**src/rtl/hl_div_pkg.sv**
```systemverilog
package hl_div_pkg;

  // default width of one phase count
  localparam int DEF_CNT_W = 8;

  // control pair: bit 1 odd-ratio, bit 0 bypass
  typedef struct packed {
    logic odd;
    logic byp;
  } div_ctl_t;

  localparam div_ctl_t CTL_RST = '{odd: 1'b0, byp: 1'b1};

endpackage

```
**src/rtl/hl_div_rst_sync.sv**
```systemverilog
module hl_div_rst_sync #(
  parameter int STAGES = 2
) (
  input  logic clk_i,
  input  logic rst_ni,
  output logic rst_no
);

  logic [STAGES-1:0] sync_q;
  logic [STAGES-1:0] sync_d;

  always_comb begin
    sync_d = {sync_q[STAGES-2:0], 1'b1};
  end

  always_ff @(posedge clk_i or negedge rst_ni) begin
    if (!rst_ni) begin
      sync_q <= '0;
    end else begin
      sync_q <= sync_d;
    end
  end

  assign rst_no = sync_q[STAGES-1];

endmodule

```
**src/rtl/hl_div_cfg.sv**
```systemverilog
module hl_div_cfg
  import hl_div_pkg::*;
#(
  parameter int CNT_W = DEF_CNT_W
) (
  input  logic             clk_i,
  input  logic             rst_ni,
  input  logic             cnt_we_i,
  input  logic [2*CNT_W-1:0] cnt_i,
  input  logic             ctl_we_i,
  input  div_ctl_t         ctl_i,
  input  logic             load_i,
  output logic [CNT_W-1:0] act_hi_o,
  output logic [CNT_W-1:0] act_lo_o,
  output div_ctl_t         act_ctl_o
);

  localparam logic [CNT_W-1:0]   ONE     = CNT_W'(1);
  localparam logic [2*CNT_W-1:0] CNT_RST = {ONE, ONE};

  logic [2*CNT_W-1:0] stg_cnt_q;
  div_ctl_t           stg_ctl_q;
  logic [2*CNT_W-1:0] act_cnt_q;
  div_ctl_t           act_ctl_q;

  // staging copies, written by software strobes
  always_ff @(posedge clk_i or negedge rst_ni) begin
    if (!rst_ni) begin
      stg_cnt_q <= CNT_RST;
      stg_ctl_q <= CTL_RST;
    end else begin
      if (cnt_we_i) begin
        stg_cnt_q <= cnt_i;
      end
      if (ctl_we_i) begin
        stg_ctl_q <= ctl_i;
      end
    end
  end

  // active copies, refreshed only at a period boundary
  always_ff @(posedge clk_i or negedge rst_ni) begin
    if (!rst_ni) begin
      act_cnt_q <= CNT_RST;
      act_ctl_q <= CTL_RST;
    end else if (load_i) begin
      act_cnt_q <= stg_cnt_q;
      act_ctl_q <= stg_ctl_q;
    end
  end

  assign act_hi_o  = act_cnt_q[2*CNT_W-1:CNT_W];
  assign act_lo_o  = act_cnt_q[CNT_W-1:0];
  assign act_ctl_o = act_ctl_q;

endmodule

```
**src/rtl/hl_div_core.sv**
```systemverilog
module hl_div_core
  import hl_div_pkg::*;
#(
  parameter int CNT_W = DEF_CNT_W
) (
  input  logic             clk_i,
  input  logic             rst_ni,
  input  logic [CNT_W-1:0] act_hi_i,
  input  logic [CNT_W-1:0] act_lo_i,
  input  logic             act_odd_i,
  output logic             started_o,
  output logic             phase_o,
  output logic [CNT_W-1:0] cnt_o,
  output logic             load_o,
  output logic             fall_req_o
);

  localparam logic [CNT_W-1:0] ONE = CNT_W'(1);

  logic             started_q, started_d;
  logic             phase_q, phase_d;
  logic [CNT_W-1:0] cnt_q, cnt_d;
  logic [CNT_W-1:0] hi_eff, lo_eff;
  logic             hi_last, lo_last;

  always_comb begin
    hi_eff  = (act_hi_i == '0) ? ONE : act_hi_i;
    lo_eff  = (act_lo_i == '0) ? ONE : act_lo_i;
    hi_last = phase_q && (cnt_q == hi_eff - ONE);
    lo_last = started_q && !phase_q && (cnt_q == lo_eff - ONE);
  end

  always_comb begin
    started_d = started_q;
    phase_d   = phase_q;
    cnt_d     = cnt_q + ONE;
    if (!started_q) begin
      started_d = 1'b1;
      phase_d   = 1'b1;
      cnt_d     = '0;
    end else if (hi_last) begin
      phase_d = 1'b0;
      cnt_d   = '0;
    end else if (lo_last) begin
      phase_d = 1'b1;
      cnt_d   = '0;
    end
  end

  always_ff @(posedge clk_i or negedge rst_ni) begin
    if (!rst_ni) begin
      started_q <= 1'b0;
      phase_q   <= 1'b0;
      cnt_q     <= '0;
    end else begin
      started_q <= started_d;
      phase_q   <= phase_d;
      cnt_q     <= cnt_d;
    end
  end

  assign started_o  = started_q;
  assign phase_o    = phase_q;
  assign cnt_o      = cnt_q;
  assign load_o     = !started_q || lo_last;
  assign fall_req_o = hi_last && act_odd_i;

endmodule

```
**src/rtl/hl_div_shape.sv**
```systemverilog
module hl_div_shape (
  input  logic clk_i,
  input  logic rst_ni,
  input  logic started_i,
  input  logic phase_i,
  input  logic fall_req_i,
  input  logic byp_i,
  output logic fall_o,
  output logic clk_o
);

  logic fall_q;

  // negative-edge stage: pulls the output low half a cycle early
  always_ff @(negedge clk_i or negedge rst_ni) begin
    if (!rst_ni) begin
      fall_q <= 1'b0;
    end else begin
      fall_q <= fall_req_i;
    end
  end

  always_comb begin
    if (byp_i) begin
      clk_o = clk_i & started_i;
    end else begin
      clk_o = phase_i & ~fall_q;
    end
  end

  assign fall_o = fall_q;

endmodule

```
**src/rtl/hl_clk_div.sv**
```systemverilog
module hl_clk_div
  import hl_div_pkg::*;
#(
  parameter int CNT_W      = DEF_CNT_W,
  parameter int RST_STAGES = 2
) (
  input  logic               clk_i,
  input  logic               rst_ni,
  input  logic               cnt_we_i,
  input  logic [2*CNT_W-1:0] cnt_i,
  input  logic               ctl_we_i,
  input  logic [1:0]         ctl_i,
  output logic               clk_o
);

  logic             rst_sync_n;
  logic             started_w;
  logic             phase_w;
  logic [CNT_W-1:0] cnt_w;
  logic             load_w;
  logic             fall_req_w;
  logic             fall_w;
  logic [CNT_W-1:0] act_hi_w;
  logic [CNT_W-1:0] act_lo_w;
  div_ctl_t         act_ctl_w;
  logic             act_odd_w;

  hl_div_rst_sync #(.STAGES(RST_STAGES)) u_rst_sync (
    .clk_i  (clk_i),
    .rst_ni (rst_ni),
    .rst_no (rst_sync_n)
  );

  hl_div_cfg #(.CNT_W(CNT_W)) u_cfg (
    .clk_i     (clk_i),
    .rst_ni    (rst_sync_n),
    .cnt_we_i  (cnt_we_i),
    .cnt_i     (cnt_i),
    .ctl_we_i  (ctl_we_i),
    .ctl_i     (div_ctl_t'(ctl_i)),
    .load_i    (load_w),
    .act_hi_o  (act_hi_w),
    .act_lo_o  (act_lo_w),
    .act_ctl_o (act_ctl_w)
  );

  assign act_odd_w = act_ctl_w.odd;

  hl_div_core #(.CNT_W(CNT_W)) u_core (
    .clk_i      (clk_i),
    .rst_ni     (rst_sync_n),
    .act_hi_i   (act_hi_w),
    .act_lo_i   (act_lo_w),
    .act_odd_i  (act_odd_w),
    .started_o  (started_w),
    .phase_o    (phase_w),
    .cnt_o      (cnt_w),
    .load_o     (load_w),
    .fall_req_o (fall_req_w)
  );

  hl_div_shape u_shape (
    .clk_i      (clk_i),
    .rst_ni     (rst_sync_n),
    .started_i  (started_w),
    .phase_i    (phase_w),
    .fall_req_i (fall_req_w),
    .byp_i      (act_ctl_w.byp),
    .fall_o     (fall_w),
    .clk_o      (clk_o)
  );

endmodule

```
**config.mk**
```make
export PLATFORM = sky130hd
export DESIGN_NAME = hl_clk_div
export DESIGN_NICKNAME = d
export VERILOG_FILES = /design/src/rtl/hl_div_pkg.sv /design/src/rtl/hl_div_rst_sync.sv /design/src/rtl/hl_div_cfg.sv /design/src/rtl/hl_div_core.sv /design/src/rtl/hl_div_shape.sv /design/src/rtl/hl_clk_div.sv
export SDC_FILE = /design/constraint.sdc
export NUM_CORES = 1
export LEC_CHECK = 0
export ABC_CLOCK_PERIOD_IN_PS = 3400
export BUFFER_PORTS_ARGS = -buffer_cell sky130_fd_sc_hd__buf_4
export CORE_UTILIZATION = 50
export DETAILED_ROUTE_END_ITERATION = 10
export GPL_ROUTABILITY_DRIVEN = 0
export PLACE_DENSITY_LB_ADDON = 0.1
export REMOVE_ABC_BUFFERS = 1
export SETUP_SLACK_MARGIN = 0.1
export SLEW_MARGIN = 10
export SYNTH_ARGS = -nofsm -noshare
export SYNTH_HDL_FRONTEND = slang
export SYNTH_SLANG_ARGS = --single-unit
```
**constraint.sdc**
```tcl
create_clock -name clk_i -period 3.4 [get_ports clk_i]
set_clock_uncertainty 0.1 [all_clocks]
set_input_delay 1.02 -clock clk_i [delete_from_list [all_inputs] [get_ports clk_i]]
set_output_delay 1.02 -clock clk_i [all_outputs]
set_load 0.02 [all_outputs]
```
Yosys cells after proc, flatten, opt, wreduce, memory -nomap -nowiden
Index checks and enable logic that the tools add are counted.
- $add $sub $neg: 3
- eq/ne operators: 3
- mux-type cells: 9
- bitwise operators: 3
- reductions and logical operators: 9
- operators by type and width (operator ; number):
    $mux W8 ; 5
    $eq A8 B8 Y1 ; 2
    $logic_not A8 Y1 ; 2
    $sub A8 B1 Y8 const B ; 2
    $add A8 B1 Y8 const B ; 1
    $logic_and A1 B1 Y1 ; 4
    $mux W1 ; 4
    $ne A3 B3 Y1 const B ; 1
    $and A1 B1 Y1 ; 2
    $logic_not A1 Y1 ; 2
    $logic_or A1 B1 Y1 ; 1
    $not A1 Y1 ; 1
- flip-flop bits (word level): 49
- input bits: 22
- output and inout bits: 1
- word-level logic and storage cells: 38

Longest topological paths before layout
Gate-level depths: netlist (run 1).
- depth after elaboration: 8
- gate-level depth with buffers: 12
- depth with buffers taken out: 11

By module
Synthesis (run 1) repeated with hierarchy kept, for this count alone.
- cells, all modules: 204
- area total of the unflattened synthesis: 2581.2 µm²
- modules (own cells, without submodules) (module ; instances ; cells an instance ; area an instance (µm²) ; sequential area each (µm²)):
    hl_div_cfg ; 1 ; 76 ; 1451.4 ; 908.4
    hl_div_core ; 1 ; 121 ; 1031.0 ; 250.2
    hl_div_rst_sync ; 1 ; 3 ; 53.8 ; 50.0
    hl_div_shape ; 1 ; 4 ; 45.0 ; 25.0

==> metrics.yaml, run 1 <==
pwr:
  p_leak_nw: 1.32
  peakVddDrop_mv: 0.263
  power.total_w: 0.00155
  power.density_nw_per_um2: 510
yosys:
  synth_edf_count: 0
  synth_warnings: 0
  synth-main-ff-cell: "dfrtp_1"
  synthMuxAreaShare_pct: 18.3
  ys_seq_area_share_pct: 49.2
  synth_top_family_by_area: "multiplexers"
  ys_types: 49
  syn_inst: 204
  synthesis.area_um2: 2510
  synth_compound_area_share_pct: 8.03
  yosys.area_share.adder_pct: 1.50
  yosys.area_share.simple_pct: 12.1
  avgSynthCellArea_um2: 12.3
  synthArstFlopShare_pct: 100
  synthXorXnorAreaFrac_pct: 6.98
  ys_ff_latch: 49
drt:
  first_iter_violations: 72
  vias_per_cell: 5.56
  detail_route.wl_per_cell_um: 15.8
  drc: 0
  vias: 1739
  postRouteAntennaNets: 0
  routed_wl_um: 4950
  dr.pass1.iters: 4
sta:
  worst_pin_slew_ns: 0.575
  final-max-slew-violation-count: 0
  whs_ns: 0.257
  hold_viol_final: 0
  worst_slack_ns: -0.516
  slew_headroom_pct: 61.7
  setup_violations: 3
  rsz0062_at_grt: "yes"
die:
  io_pins: 23
  core.rowCount: 25
  die_x_um: 72.9
  die_area_um2: 5310
  die_h_um: 72.9
  core-area_um2: 4790
  start_util_pct: 52.4
job:
  drv_cap: 0
status:
  violations: "negative setup slack"
  outcome: "complete, but fails checks"
min_path:
  hold_start: "u_rst_sync.sync_q[0]"
  hold_path_class: "flop to flop"
worst_setup_path:
  reg2reg_depth: 11
  slowest_delay_ns: 0.34
  crit_path_end: "clk_o"
  required_ns: 2.28
  crit_start: "u_shape.fall_o"
  worstSetupPathDepth: 2
  critPathKind: "flop to primary output"
  critical_path.top_delay_family: "flip-flops"
  crit_chain: "o31ai_2, buf_4"
  critPathSlowestCell: "dfrtn_1"
  cp_max_fo: 1
  r2r_start: "u_cfg.act_cnt_q[9]"
  reg2reg_to: "u_shape.fall_o"
  cp.arrival_ns: 2.80
  worstPathBufferInverterCount: 1
  cp-start-kind: "flop"
  endpoint_kind: "primary output"
  r2r_setup_slack_ns: -0.41
grt:
  use_met3_pct: 8.70
  antenna_found_initial: 0
  grt_pass1_vias: 1725
  grt_remaining_overflow: 0
  busiest_layer: "met2"
  grt_usage_pct: 21.8
  grt_first_pass_wirelength_um: 8340
  grt_max_degree: 47
  grt_util_met1_pct: 29.5
  grt.met2_usage_pct: 30.5
final_layout:
  instances_no_fill: 313
  drive_gt1_share_pct: 45.1
  syn_to_final_growth_pct: 20.8
  mostFrequentLayoutCells: "buf_4, dfrtp_1, mux2_2"
  n_antenna_cell: 0
  finish.net_count: 270
  final_common_cell: "buf_4"
cts:
  tritoncts: "built"
  insertion_delay_ns: 0.42
  clk_pin_slew_ns: 0.09
placement:
  dp.cells: 300
  dp_hpwl_um: 3440
  place_ws_ns: -0.614
  port_buffers: 22
[synth_stat cells, types with 4 or more instances]
cell      instances  area share (%)
xnor2_1          12             4.2
dfrtp_1          42              42
dfstp_2           6             6.3
xor2_1            8             2.8
nand2_1           9             1.3
inv_1             4            0.60
mux2_2           24              11
nor3_1           11             2.2
clkbuf_1          8             1.2
mux2_4           12             7.2
nor2_1            9             1.3
nand3_1           5             1.0
[kinds of logic after synthesis]
| logic type | after synthesis |
|---|---|
| and+or+nand+nor | 55 |
| DFF | 49 |
| other | 1 |
| AOI/OAI and AO/OA | 23 |
| xor gates and xnor gates | 20 |
| muxes | 37 |
| adders and majority gates | 3 |
| buffers and inverters | 16 |
[timing repair]
action,in CTS,in global routing
setup buffers,0,2
pin swaps,5,8
endpoints found under the setup margin,3,13
gates resized for setup,4,8
hold buffers,0,0
[worst min-delay path by stage]
stage / to / slack, ns / cells past startpoint
2_1_floorplan: u_rst_sync.sync_q[1] / 0.23 / 0
3_3_place_gp: u_rst_sync.sync_q[1] / 0.24 / 0
3_5_place_dp: u_rst_sync.sync_q[1] / 0.24 / 0
4_1_cts: u_rst_sync.sync_q[1] / 0.26 / 1
5_1_grt: u_rst_sync.sync_q[1] / 0.25 / 1
6_report: u_rst_sync.sync_q[1] / 0.26 / 0
[state kept, by name, summed over array words and instances (netlist names)]
signal and flops:
u_cfg.act_ctl_o 2, u_cfg.stg_ctl_q 2, u_core.phase_o 1, u_cfg.stg_cnt_q 16, u_core.started_o 1, u_rst_sync.sync_q 2, u_shape.fall_o 1, u_cfg.act_cnt_q 16
u_core.cnt_o 8
[worst reg2reg max path, stage by stage (launching register included)]
cell	delay, ns
dfrtp_1	0.40
nor3_2	0.22
nand2_1	0.11
nor2_1	0.10
nor2_1	0.05
ha_2	0.19
and3b_1	0.20
o21ai_2	0.13
o31ai_2	0.09
o21ai_1	0.18
nor4_2	0.07
and2_1	0.14
[power breakdown]
part	internal [W]	leakage (nW)	switching (W)
logic	0.000171	0.655	0.000126
registers	0.000649	0.579	0.0000585
clock network	0.000322	0.0883	0.000221
[cell type report]
type,count,area (um2)
Fill cell,382,1750
Sequential cell,49,1240
Multi-Input combinational cell,140,1220
Timing Repair Buffer,41,312
Clock buffer,10,131
Tap cell,67,83.8
Clock inverter,2,37.5
Inverter,4,15.0
[stage by stage]
step | setup TNS (ns) | utilization, % | cell area, um2
floorplan | -1.34 | - | 2430
global placement | -0.586 | 58.9 | 2820
detailed placement | -0.724 | 58.9 | 2820
CTS | -0.962 | 62.5 | 2990
global route | -1.09 | 63.3 | 3030
finish | -0.922 | 63.3 | 3030
[metal layers]
layer,up-vias,routed length (um)
met3,12,332
met5,-,0
li1,806,-
met2,53,2320
met4,0,83
met1,868,2220
Power figures use the tool's default switching activity.
==> run 2, diff against run 1 <==
--- a/config.mk
+++ b/config.mk
@@ -7,11 +7,11 @@
 export LEC_CHECK = 0
 export ABC_CLOCK_PERIOD_IN_PS = 3400
 export BUFFER_PORTS_ARGS = -buffer_cell sky130_fd_sc_hd__buf_4
+export CORE_ASPECT_RATIO = 0.6
 export CORE_UTILIZATION = 50
 export DETAILED_ROUTE_END_ITERATION = 10
 export GPL_ROUTABILITY_DRIVEN = 0
 export PLACE_DENSITY_LB_ADDON = 0.1
-export REMOVE_ABC_BUFFERS = 1
 export SETUP_SLACK_MARGIN = 0.1
 export SLEW_MARGIN = 10
 export SYNTH_ARGS = -nofsm -noshare
==> metrics.yaml, run 2 (synthesis results as in run 1) <==
die:
  die_x_um: 93.5
  core.rowCount: 19
  die_h_um: 56.9
  die_area_um2: 5320
  start_util_pct: 53.3
  io_pins: 23
  core-area_um2: 4710
sta:
  hold_viol_final: 0
  whs_ns: 0.256
  setup_tns_ns: -1.02
  slew_headroom_pct: 62.0
  final-max-slew-violation-count: 0
  worst_pin_slew_ns: 0.570
  rsz0062_at_grt: "yes"
  worst_slack_ns: -0.577
  setup_violations: 3
grt:
  grt_pass1_vias: 1964
  grt_first_pass_wirelength_um: 9240
  antenna_found_initial: 0
  grt_remaining_overflow: 0
  grt_max_degree: 47
  grt_usage_pct: 24.2
placement:
  port_buffers: 22
  placed_area_um2: 2880
  dp_hpwl_um: 3870
  place_ws_ns: -0.561
status:
  violations: "negative setup slack"
  outcome: "complete, but fails checks"
worst_setup_path:
  crit_chain: "o31ai_4, buf_6"
  critPathSlowestCell: "dfrtn_1"
  cp-start-kind: "flop"
  cp.arrival_ns: 2.86
  critPathKind: "flop to primary output"
  cp_max_fo: 1
  required_ns: 2.28
  slowest_delay_ns: 0.39
  endpoint_kind: "primary output"
pwr:
  pwr-share-comb_pct: 22.2
  power.switching_w: 0.000446
  power.density_nw_per_um2: 493
  p_leak_nw: 1.35
  peakVddDrop_mv: 0.263
  power.total_w: 0.00152
  internal_power_w: 0.00107
  seqPwrFrac_pct: 46.3
  switching_share_pct: 29.4
  p_clk_share_pct: 31.6
cts:
  tritoncts: "built"
  clk_pin_slew_ns: 0.10
  hold_buffers: 0
  insertion_delay_ns: 0.42
final_layout:
  final_common_cell: "buf_4"
  seq_area_um2: 1230
  syn_to_final_growth_pct: 22.5
  design_area_um2: 3080
  multi_input_area_um2: 1240
  finish.net_count: 275
  drive_gt1_share_pct: 46.2
  mostFrequentLayoutCells: "buf_4, dfrtp_1, mux2_2"
  nFillCells: 374
  n_antenna_cell: 0
drt:
  first_iter_violations: 102
  routed_wl_um: 5520
  vias: 1773
  postRouteAntennaNets: 0
  detail_route.wl_per_cell_um: 17.6
  dr.pass1.iters: 4
  drc: 0
  vias_per_cell: 5.65
min_path:
  hold_path_class: "input port to asynchronous set/reset pin"
job:
  drv_cap: 0
[run 2: final cells by class]
type                            instances  share of cell area [%]
Multi-Input combinational cell        140                    40.4
Clock inverter                          3                   0.814
Sequential cell                        49                    40.2
Timing Repair Buffer                   46                    11.6
Tap cell                               63                    2.56
Inverter                                4                   0.488
Clock buffer                            9                    3.95
[run 2: critical path, delay by kind of cell (launching register included)]
| family | cells | cell delay, ns |
|---|---|---|
| buffers and inverters | 1 | 0.15 |
| flip-flops | 1 | 0.39 |
| AO/OA/AOI/OAI | 1 | 0.19 |
[run 2: stage by stage]
stage          instances  util (%)
5_1_grt              314      65.3
3_3_place_gp         299      61.2
3_5_place_dp         299      61.2
4_1_cts              313      64.6
2_1_floorplan        205         -
6_report             314      65.3
[run 2: layer usage]
| layer | global-route usage [%] | vias up | part of all wire, % |
|---|---|---|---|
| met5 | 0 | - | 0 |
| met2 | 36.2 | 64 | 48 |
| met4 | 13.0 | 0 | 2.6 |
| li1 | - | 813 | - |
| met1 | 30.0 | 879 | 44 |
| met3 | 9.89 | 17 | 5.4 |
[run 2: worst paths after layout]
check	slack (ns)	cells after the start	to	start
worst min-delay path	0.26	1	u_rst_sync.sync_q[1]	rst_ni
worst min register to register	0.26	0	u_rst_sync.sync_q[1]	u_rst_sync.sync_q[0]
worst max-delay path	-0.58	2	clk_o	u_shape.fall_o
max in group asynchronous	1.51	0	u_shape.fall_o	u_rst_sync.sync_q[1]
worst max register to register	-0.45	9	u_shape.fall_o	u_cfg.act_cnt_q[12]
min in group clk_i	0.26	0	u_rst_sync.sync_q[1]	u_rst_sync.sync_q[0]
[run 2: timing repair]
item	CTS	global route
endpoints found under the hold margin	0	0
endpoints found under the setup margin	3	16
resized for setup	2	8
setup buffers	3	1
pin swaps	7	4
[run 2: power by group through the flow]
stage / Clock, W / Combinational [W] / Sequential, W
after floorplan: 0.0000147 / 0.000212 / 0.000709
after global placement: 0.0000196 / 0.000298 / 0.000709
after detailed placement: 0.0000196 / 0.000316 / 0.000712
after CTS: 0.000496 / 0.000322 / 0.000701
after global routing: 0.000522 / 0.000364 / 0.000712
final: 0.000479 / 0.000336 / 0.000702
==> run 3, diff against run 2 <==
--- a/config.mk
+++ b/config.mk
@@ -5,13 +5,15 @@
 export SDC_FILE = /design/constraint.sdc
 export NUM_CORES = 1
 export LEC_CHECK = 0
-export ABC_CLOCK_PERIOD_IN_PS = 3400
+export ABC_CLOCK_PERIOD_IN_PS = 3350
 export BUFFER_PORTS_ARGS = -buffer_cell sky130_fd_sc_hd__buf_4
 export CORE_ASPECT_RATIO = 0.6
+export CORE_MARGIN = 8
 export CORE_UTILIZATION = 50
 export DETAILED_ROUTE_END_ITERATION = 10
 export GPL_ROUTABILITY_DRIVEN = 0
 export PLACE_DENSITY_LB_ADDON = 0.1
+export RECOVER_POWER = 50
 export SETUP_SLACK_MARGIN = 0.1
 export SLEW_MARGIN = 10
 export SYNTH_ARGS = -nofsm -noshare
==> constraint.sdc (replaced) <==
create_clock -name clk_i -period 3.35 [get_ports clk_i]
set_clock_uncertainty 0.1 [all_clocks]
set_input_delay 1.005 -clock clk_i [delete_from_list [all_inputs] [get_ports clk_i]]
set_output_delay 1.005 -clock clk_i [all_outputs]
set_load 0.02 [all_outputs]
==> metrics.yaml, run 3 (synthesis results as in run 1) <==
drt:
  postRouteAntennaNets: 0
  drc: 0
  vias_per_cell: 5.36
  detail_route.wl_per_cell_um: 16.8
  routed_wl_um: 5430
  first_iter_violations: 85
  vias: 1731
  dr.pass1.iters: 4
status:
  violations: "max-capacitance violations, max-slew violations, negative setup slack"
  outcome: "complete, but fails checks"
die:
  die_x_um: 107
  core.rowCount: 20
  start_util_pct: 50.7
  die_area_um2: 7620
  io_pins: 23
  die_h_um: 70.9
  core-area_um2: 4950
placement:
  placed_area_um2: 2930
  place_ws_ns: -0.499
  port_buffers: 22
  dp_hpwl_um: 3880
worst_setup_path:
  endpoint_kind: "primary output"
  cp_max_fo: 1
  r2r_setup_slack_ns: -0.41
  reg2reg_to: "u_shape.fall_o"
  r2r_start: "u_cfg.act_cnt_q[11]"
  crit_start: "u_shape.fall_o"
  cp-start-kind: "flop"
  cp.arrival_ns: 2.81
  required_ns: 2.24
  crit_path_end: "clk_o"
  critPathKind: "flop to primary output"
  reg2reg_depth: 11
pwr:
  p_leak_nw: 1.36
  peakVddDrop_mv: 0.225
  power.total_w: 0.00152
  power.density_nw_per_um2: 484
final_layout:
  mostFrequentLayoutCells: "buf_4, dfrtp_1, mux2_2"
  design_area_um2: 3140
  finish.net_count: 281
  syn_to_final_growth_pct: 25.0
  drive_gt1_share_pct: 47.1
  nFillCells: 375
  final_common_cell: "buf_4"
  n_antenna_cell: 0
  post-route-util_pct: 63.3
sta:
  hold_viol_final: 0
  final-max-slew-violation-count: 47
  worst_pin_slew_ns: 2.42
  whs_ns: 0.255
  slew_headroom_pct: -61.5
  setup_violations: 3
  worst_slack_ns: -0.567
  rsz0062_at_grt: "yes"
cts:
  tritoncts: "built"
  insertion_delay_ns: 0.42
  hold_buffers: 0
  clk_pin_slew_ns: 0.09
grt:
  grt_pass1_vias: 1838
  grt_max_degree: 47
  grt_first_pass_wirelength_um: 9050
  grt_usage_pct: 15.7
  grt_remaining_overflow: 0
  antenna_found_initial: 0
job:
  drv_cap: 1
min_path:
  hold_path_class: "input port to asynchronous set/reset pin"
-- run 3: cell count changes in the layout (fill, tap and decap cells not counted), sizes merged --
cell and delta:
buf +3, inv -2, clkbuf +3, clkinvlp +2
-- run 3: area by class of cell --
cell class / count / area (um2) / area share (%)
tap: 66 / 82.6 / 2.63
clock buffer: 9 / 121 / 3.87
inverter: 4 / 15.0 / 0.479
clock inverter: 3 / 22.5 / 0.718
sequential: 49 / 1240 / 39.4
multi-input combinational: 140 / 1240 / 39.6
timing repair buffer: 52 / 417 / 13.3
-- run 3: layer usage --
metal  up-vias  global-route usage [%]  share of wire [%]
li1        826                       -                  -
met1       851                    19.6                 46
met2        44                    22.8                 47
met3        10                    6.17                5.5
met4         0                    8.26                1.4
met5         -                       0                  0
-- run 3: power breakdown --
part	switching, W	leakage (nW)	total (W)	internal [W]
clock	0.000236	0.0704	0.000472	0.000236
sequential	0.0000532	0.579	0.000712	0.000659
combinational	0.000147	0.714	0.000335	0.000188
total	0.000436	1.36	0.00152	0.00108
-- run 3: metrics by stage --
stage / setup TNS (ns) / std cells
after floorplan: -0.603 / 205
after global placement: -0.522 / 306
after detailed placement: -0.614 / 306
after CTS: -0.958 / 320
after global routing: -1.27 / 323
final: -0.980 / 323
-- run 3: worst max-delay path, stage by stage (launching register included) --
cell	delay [ns]
dfrtn_1	0.38
o31ai_4	0.19
buf_6	0.15
-- run 3: what timing repair did --
item                                    CTS  global route
cloned                                    0             1
pin swaps                                 9             1
setup buffers                             3             2
endpoints found under the setup margin    3            21
resized for setup                         2             6
-- run 3: how the worst min path moves through the flow --
stage / endpoint / slack, ns / cells after the start
final: u_rst_sync.sync_q[0] / 0.25 / 1
after global routing: u_rst_sync.sync_q[0] / 0.24 / 1
after CTS: u_rst_sync.sync_q[1] / 0.23 / 1
after detailed placement: u_rst_sync.sync_q[1] / 0.24 / 0
after global placement: u_rst_sync.sync_q[1] / 0.24 / 0
after floorplan: u_rst_sync.sync_q[1] / 0.23 / 0
